==> src/rtl/ips_pkg.sv <==
package ips_pkg;
   localparam int PRIO_W  = 8;
   localparam int RUN_W   = PRIO_W + 1;
   localparam int ID_W    = 10;
   localparam logic [ID_W-1:0] IDLE_ID = 10'd1023;

   typedef logic [PRIO_W-1:0] prio_t;

   typedef struct packed {
      logic             hit;
      logic [ID_W-1:0]  id;
      prio_t            prio;
   } pick_t;

   localparam pick_t NO_PICK = '{hit: 1'b0, id: IDLE_ID, prio: '1};

   // lo covers lower identifiers; it keeps ties
   function automatic pick_t pick_merge(input pick_t lo, input pick_t hi);
      if (lo.hit && (!hi.hit || lo.prio <= hi.prio))
         return lo;
      return hi;
   endfunction
endpackage

==> src/rtl/ips_scan.sv <==
module ips_scan
   import ips_pkg::*;
#(
   parameter int N    = 8,
   parameter int BASE = 0
) (
   input  logic [N-1:0]        cand,
   input  logic [N*PRIO_W-1:0] prio,
   output pick_t               best
);
   always_comb begin
      best = NO_PICK;
      for (int i = 0; i < N; i++) begin
         if (cand[i] && (!best.hit || prio[i*PRIO_W +: PRIO_W] < best.prio)) begin
            best.hit  = 1'b1;
            best.id   = ID_W'(BASE + i);
            best.prio = prio[i*PRIO_W +: PRIO_W];
         end
      end
   end
endmodule

==> src/rtl/ips_bank.sv <==
module ips_bank
   import ips_pkg::*;
#(
   parameter int N_SRC      = 16,
   parameter bit SPLIT_SCAN = 1'b1
) (
   input  logic [N_SRC-1:0]        cand,
   input  logic [N_SRC*PRIO_W-1:0] prio,
   output pick_t                   best
);
   localparam int LO_N = N_SRC / 2;
   localparam int HI_N = N_SRC - LO_N;

   if (SPLIT_SCAN && N_SRC >= 2) begin : g_split
      pick_t lo_pick, hi_pick;
      ips_scan #(.N(LO_N), .BASE(0)) i_lo (
         .cand (cand[LO_N-1:0]),
         .prio (prio[LO_N*PRIO_W-1:0]),
         .best (lo_pick)
      );
      ips_scan #(.N(HI_N), .BASE(LO_N)) i_hi (
         .cand (cand[N_SRC-1:LO_N]),
         .prio (prio[N_SRC*PRIO_W-1:LO_N*PRIO_W]),
         .best (hi_pick)
      );
      assign best = pick_merge(lo_pick, hi_pick);
   end else begin : g_linear
      ips_scan #(.N(N_SRC), .BASE(0)) i_all (
         .cand (cand),
         .prio (prio),
         .best (best)
      );
   end
endmodule

==> src/rtl/ips_gate.sv <==
module ips_gate
   import ips_pkg::*;
(
   input  logic             clk,
   input  logic             rst_n,
   input  logic             gate_on,
   input  pick_t            pick,
   input  prio_t            mask,
   input  logic [RUN_W-1:0] run_prio,
   output logic [ID_W-1:0]  id_q,
   output logic             irq_q
);
   logic pass_mask;
   logic pass_run;

   assign pass_mask = gate_on && pick.hit && (pick.prio < mask);
   assign pass_run  = {1'b0, pick.prio} < run_prio;

   always_ff @(posedge clk) begin
      if (!rst_n) begin
         id_q  <= IDLE_ID;
         irq_q <= 1'b0;
      end else if (pass_mask) begin
         id_q  <= pick.id;
         irq_q <= pass_run;
      end else begin
         id_q  <= IDLE_ID;
         irq_q <= 1'b0;
      end
   end
endmodule

==> src/rtl/irq_prio_sel.sv <==
module irq_prio_sel
   import ips_pkg::*;
#(
   parameter int N_SRC      = 16,
   parameter int N_CPU      = 2,
   parameter bit SPLIT_SCAN = 1'b1
) (
   input  logic                          clk,
   input  logic                          rst_n,
   input  logic                          dist_en,
   input  logic [N_CPU-1:0]              cpu_en,
   input  logic [N_CPU*N_SRC-1:0]        src_en,
   input  logic [N_CPU*N_SRC-1:0]        src_pend,
   input  logic [N_CPU*N_SRC*PRIO_W-1:0] src_prio,
   input  logic [N_CPU*PRIO_W-1:0]       prio_mask,
   input  logic [N_CPU*RUN_W-1:0]        run_prio,
   output logic [N_CPU*ID_W-1:0]         hp_id,
   output logic [N_CPU-1:0]              irq_req
);
   localparam int BANK_W = N_SRC * PRIO_W;

   if (N_SRC < 1 || N_SRC > 1020) begin : g_bad_src
      $error("irq_prio_sel: N_SRC must lie in 1..1020");
   end
   if (N_CPU < 1 || N_CPU > 8) begin : g_bad_cpu
      $error("irq_prio_sel: N_CPU must lie in 1..8");
   end

   for (genvar c = 0; c < N_CPU; c++) begin : g_cpu
      logic [N_SRC-1:0] cand;
      pick_t            best;

      assign cand = src_en[c*N_SRC +: N_SRC] & src_pend[c*N_SRC +: N_SRC];

      ips_bank #(.N_SRC(N_SRC), .SPLIT_SCAN(SPLIT_SCAN)) i_bank (
         .cand (cand),
         .prio (src_prio[c*BANK_W +: BANK_W]),
         .best (best)
      );

      ips_gate i_gate (
         .clk      (clk),
         .rst_n    (rst_n),
         .gate_on  (dist_en & cpu_en[c]),
         .pick     (best),
         .mask     (prio_mask[c*PRIO_W +: PRIO_W]),
         .run_prio (run_prio[c*RUN_W +: RUN_W]),
         .id_q     (hp_id[c*ID_W +: ID_W]),
         .irq_q    (irq_req[c])
      );
   end
endmodule

==> config.mk <==
export PLATFORM = sky130hd
export DESIGN_NAME = irq_prio_sel
export DESIGN_NICKNAME = d
export VERILOG_FILES = /design/src/rtl/ips_pkg.sv /design/src/rtl/ips_scan.sv /design/src/rtl/ips_bank.sv /design/src/rtl/ips_gate.sv /design/src/rtl/irq_prio_sel.sv
export SDC_FILE = /design/constraint.sdc
export NUM_CORES = 1
export LEC_CHECK = 0
export ABC_AREA = 1
export BUFFER_PORTS_ARGS = -buffer_cell sky130_fd_sc_hd__buf_2
export CORE_ASPECT_RATIO = 0.8
export CORE_MARGIN = 3
export CORE_UTILIZATION = 50
export CTS_CLUSTER_DIAMETER = 50
export DETAILED_ROUTE_END_ITERATION = 10
export HOLD_SLACK_MARGIN = 0.15
export MAX_ROUTING_LAYER = met4
export PLACE_DENSITY = 0.89
export SLEW_MARGIN = 20
export SYNTH_ARGS = -nofsm -noshare
export SYNTH_HDL_FRONTEND = slang
export SYNTH_HIERARCHICAL = 1
export SYNTH_SLANG_ARGS = --single-unit
==> constraint.sdc <==
create_clock -name clk -period 31.8 [get_ports clk]
set_input_delay 3.18 -clock clk [delete_from_list [all_inputs] [get_ports clk]]
set_output_delay 3.18 -clock clk [all_outputs]
set_load 0.005 [all_outputs]
[Yosys cells after proc, flatten, opt, wreduce, memory -nomap -nowiden]
Index checks and enable logic that the tools add are counted.
W data, S select, Z words.
Cells by class
  magnitude comparators: 34
  muxes and demuxes: 38
  bitwise operators: 4
  reduce and logical (&&, ||, !) cells: 96
Operators by type and width (number)
  $mux W19: 36
  $lt A8 B8 Y1: 30
  $logic_and A1 B1 Y1: 34
  $and A16 B16 Y16: 2
  $logic_not A1 Y1: 30
  $logic_or A1 B1 Y1: 30
  $lt A8 B9 Y1: 2
  $le A8 B8 Y1: 2
  $reduce_and A2 Y1: 2
  $and A1 B1 Y1: 2
  $mux W1: 2
Storage, ports and cells
  register bits after elaboration: 22
  logic and storage cells: 176

[Longest topological paths before layout]
  depth in word-level cells: 38
  mapped depth: 113
  mapped depth without buffers: 106

[Hierarchy]
Netlist, hierarchy kept.
Modules (own cells, without submodules)
  ips_scan at g_cpu[1].i_bank.g_split.i_hi: times used 1, cells an instance 412, area each 2200.9 sq um
  ips_scan at g_cpu[0].i_bank.g_split.i_hi: times used 1, cells an instance 413, area each 2199.6 sq um
  ips_scan at g_cpu[1].i_bank.g_split.i_lo: times used 1, cells an instance 412, area each 2198.4 sq um
  ips_scan at g_cpu[0].i_bank.g_split.i_lo: times used 1, cells an instance 411, area each 2197.1 sq um
  ips_gate: times used 2, cells an instance 107, area each 754.5 sq um
  ips_bank: times used 2, cells an instance 98, area each 541.8 sq um
  irq_prio_sel: times used 1, cells an instance 68, area each 255.2 sq um

[Worst setup path after synthesis]
OpenSTA, ideal clock, no wires.
  path kind: input to register
  start: in src_en[0]
  end: reg g_cpu[0].i_gate.id_q[0]
  setup time: 0.131 ns
  data arrival time: 13.947 ns
  required time: 31.669 ns
  setup slack: 17.722 ns
  stages: 88
  path buffers: 8
  cell sequence: nand2_1 > inv_1 > buf_6 > inv_1 > nor2_1 > ha_1 > a21oi_1 > nor2_1 > a211oi_1 > nand2_2 > nand2_4 > nand2_4 > clkbuf_1 > o21ai_0 > ha_1 > a21oi_1 > nor2_1 > a211oi_1 > [... 52 more ...] > nand2_1 > nand2_1 > ha_1 > a21oi_2 > nor2_1 > nor2_2 > nand2_2 > nand2_4 > nand2_8 > nand2_1 > nand2_1 > ha_1 > a21oi_1 > nand2_1 > nand2_1 > nand2_2 > nand2_4 > nand3_1
RTL lines
  start, declared: RTL line irq_prio_sel.sv:12  | input logic [N_CPU*N_SRC-1:0] src_en,
  end signal, assigned: RTL line ips_gate.sv:24  | id_q <= pick.id;
  end, declared: RTL line ips_gate.sv:10  | output logic [ID_W-1:0] id_q,

==> impl_metrics.csv <==
group,metric,value,unit
setup_path,cpMaxStageDelayCell,"o21ai_0",
clocking,postCtsHoldBufs,0,
placement,port_buffers,380,
min_path,hold_path_class,"primary input to flop",
sta,fin_setup_tns,0,ns
setup_path,path_common_cell,"nand2_1",
setup_path,worst-path-buf-inv,7,
run_status,status,"complete, no violations",
synthesis,seq_area_frac_synth,0.03783,
clocking,cts_resized,0,
clocking,clk_pin_slew,0.06,ns
synthesis,syn_area_per_cell,5.477,sq um
setup_path,crit_family,"simple AND/OR/NAND/NOR gates",
sta,min_period,15.45,ns
setup_path,crit_fanout,19,
sta,setup_viol,0,
clocking,numCtsBuffers,3,
detailed_routing,vias_per_cell,5.151,
clocking,post-cts-setup-buffers,0,
sta,rsz0062_at_grt,"false",
setup_path,required,31.91,ns
grt,grt_overflow,0,
pwr,p_per_area,32.80,nW/um^2
cells_and_area,layout-drive-gt1-share,0.2084,
grt,met2_usage,0.4762,
clocking,h-tree-depth,1,
pwr,seqPwrFrac,0.072,
floorplan,start_util,0.5133,
synthesis,ys_top_cells_by_area,"nand2_1 (24%), ha_1 (22%), inv_1 (10%), nand3_1 (9.5%), o21ai_0 (6.3%)",
grt,busiest_layer,"met2",
setup_path,critPathKind,"primary input to flop",
cells_and_area,areaGrowthSynthToFinish,16.74,%
sta,worst_pin_slew,0.8476,ns
detailed_routing,ant_nets,0,
grt,grt_pass1_wl,58850,um
pwr,clockPowerShare,0.078,
detailed_routing,drt_iter0_drc,889,
floorplan,core,22680,sq um
detailed_routing,wl_per_cell,13.35,um
grt,grt_antenna_before_repair,6,
clocking,clockBufferDepth,2,
floorplan,fp.dieW,176.6,um
synthesis,yosys.area.top_type,"nand2_1",
synthesis,synth_area,11640,sq um
pwr,switchingPower,0.2514,mW
setup_path,cp-end-kind,"flop",
clocking,cts_tree,"yes",
pwr,comb_power_share,0.851,
grt,grtUsageTotal,0.2823,
setup_path,start_kind,"primary input",
sta,fmax,64.72,MHz
grt,use_met3,0.02107,
sta,hold_violations,0,
synthesis,synth_top_cell_area_share,0.2402,
detailed_routing,routed_wl,36800,um
cells_and_area,nets,3006,
detailed_routing,route.vias.total,14200,
placement,dp_hpwl,32980,um
pwr,p_int,0.1945,mW
floorplan,die_h,142.5,um
clocking,clockRootBuffer,"clkbuf_16",
synthesis,synthCells,2126,
pwr,sw_frac_of_total,0.5638,
run,drv_cap,0,
synthesis,yosys_warnings,6,
sta,min_period_over_period,0.4859,
grt,grt_pass1_vias,12970,
sta,relSlewSlack,0.4278,
placement,place_congestion,0.9487,
detailed_routing,dr.pass1.iters,6,
sta,drv_slew,0,
floorplan,rows,49,
floorplan,die-area,25170,sq um
floorplan,top_level_ports,381,
grt,grt_max_degree,21,
placement,place_area,13470,sq um
setup_path,cp_data_arrival_time,15.56,ns
clocking,clock-sinks,22,
cells_and_area,finish.utilization,0.5992,
synthesis,synthesis.nets,2689,
grt,met1_usage,0.3703,
cells_and_area,design_area,13590,sq um
setup_path,cpPeakStageDelay,0.45,ns
pwr,leakage,8.716,nW
detailed_routing,drc,0,
synthesis,synth_seq_cells,22,
synthesis,yosysUniqueCellTypes,32,
pwr,irDropWorstVdd,0.02406,mV
## cell usage after synthesis, drive strengths merged
| cell type | n |
|---|---|
| a21oi | 66 |
| nand3b | 8 |
| buf | 48 |
| dfxtp | 22 |
| o21ai | 146 |
| nor2 | 142 |
| a21o | 4 |
| conb | 2 |
| nand3 | 222 |
| ha | 204 |
| clkbuf | 20 |
| o311ai | 4 |
| nand4 | 2 |
| a21boi | 2 |
| a211oi | 28 |
| nand2 | 834 |
| clkinv | 4 |
| and2 | 4 |
| inv | 338 |
| o21bai | 16 |
| nor3 | 8 |
| or2 | 2 |
## metrics by stage
step | setup slack [ns] | std cells | power, mW | hold WS [ns]
floorplan | 17.72 | 2126 | 0.3188 | 3.322
global placement | 16.28 | 2744 | 0.3889 | 3.512
detailed placement | 16.18 | 2744 | 0.4049 | 3.513
CTS | 16.42 | 2748 | 0.4414 | 3.251
global route | 14.97 | 2754 | 0.5036 | 3.268
finish | 16.35 | 2756 | 0.4459 | 3.263
## placed cells by master, fill, tap and decap left out, drive strengths merged, types with 3 or more instances in the layout
cell,netlist,routed
a21o,4,4
dfxtp,22,22
nand3b,8,8
clkinv,4,4
buf,48,380
a211oi,28,28
nand3,222,222
clkbuf,20,3
and2,4,4
inv,338,338
o311ai,4,4
nor2,142,142
a21oi,66,66
nand2,834,834
nor3,8,8
diode,0,8
ha,204,204
o21ai,146,146
o21bai,16,16
## layer usage
| metal | up-vias | wire length, um |
|---|---|---|
| met5 | - | 0 |
| met2 | 529 | 16750 |
| met4 | 0 | 952 |
| li1 | 7392 | - |
| met1 | 6203 | 16750 |
| met3 | 72 | 2347 |
## layout make-up
| type | instances | area [sq um] |
|---|---|---|
| clock buffers | 3 | 75.07 |
| repair buffers | 380 | 1902 |
| multi-input cells | 1694 | 9459 |
| clock inverters | 1 | 30.03 |
| well taps | 306 | 382.9 |
| flip-flops and latches | 22 | 440.4 |
| fillers | 2251 | 9091 |
| diodes | 8 | 20.02 |
| inverters | 342 | 1284 |
## state kept, by name, summed over array words and instances (netlist names)
name / cells
g_cpu.i_gate/irq_q: 2
g_cpu.i_gate/id_q: 20
## logic make-up (layout without fill, tap and decap cells)
| logic type | after synthesis | in the layout | synth area share |
|---|---|---|---|
| and+or+nand+nor | 1222 | 1222 | 0.4642 |
| buffers and inverters | 410 | 726 | 0.1498 |
| AOI/OAI and AO/OA | 266 | 266 | 0.1283 |
| adders and majority gates | 204 | 204 | 0.2192 |
| DFF | 22 | 22 | 0.03782 |
| other | 2 | 10 | 0.0006450 |
## worst paths after layout
| kind | startpoint | end | slack (ns) | cells past startpoint |
|---|---|---|---|---|
| max | src_en[16] | g_cpu[1].i_gate/id_q[4] | 16.35 | 84 |
| min | rst_n | g_cpu[0].i_gate/irq_q | 3.26 | 3 |
## power by group through the flow
stage / Clock, mW / Combinational (mW) / Sequential, mW
after floorplan: 0 / 0.286 / 0.0330
after global placement: 0 / 0.356 / 0.0325
after detailed placement: 0 / 0.372 / 0.0325
after CTS: 0.0351 / 0.374 / 0.0320
after global routing: 0.0364 / 0.435 / 0.0322
final: 0.0347 / 0.379 / 0.0319
(Power assumes the default switching activity.)
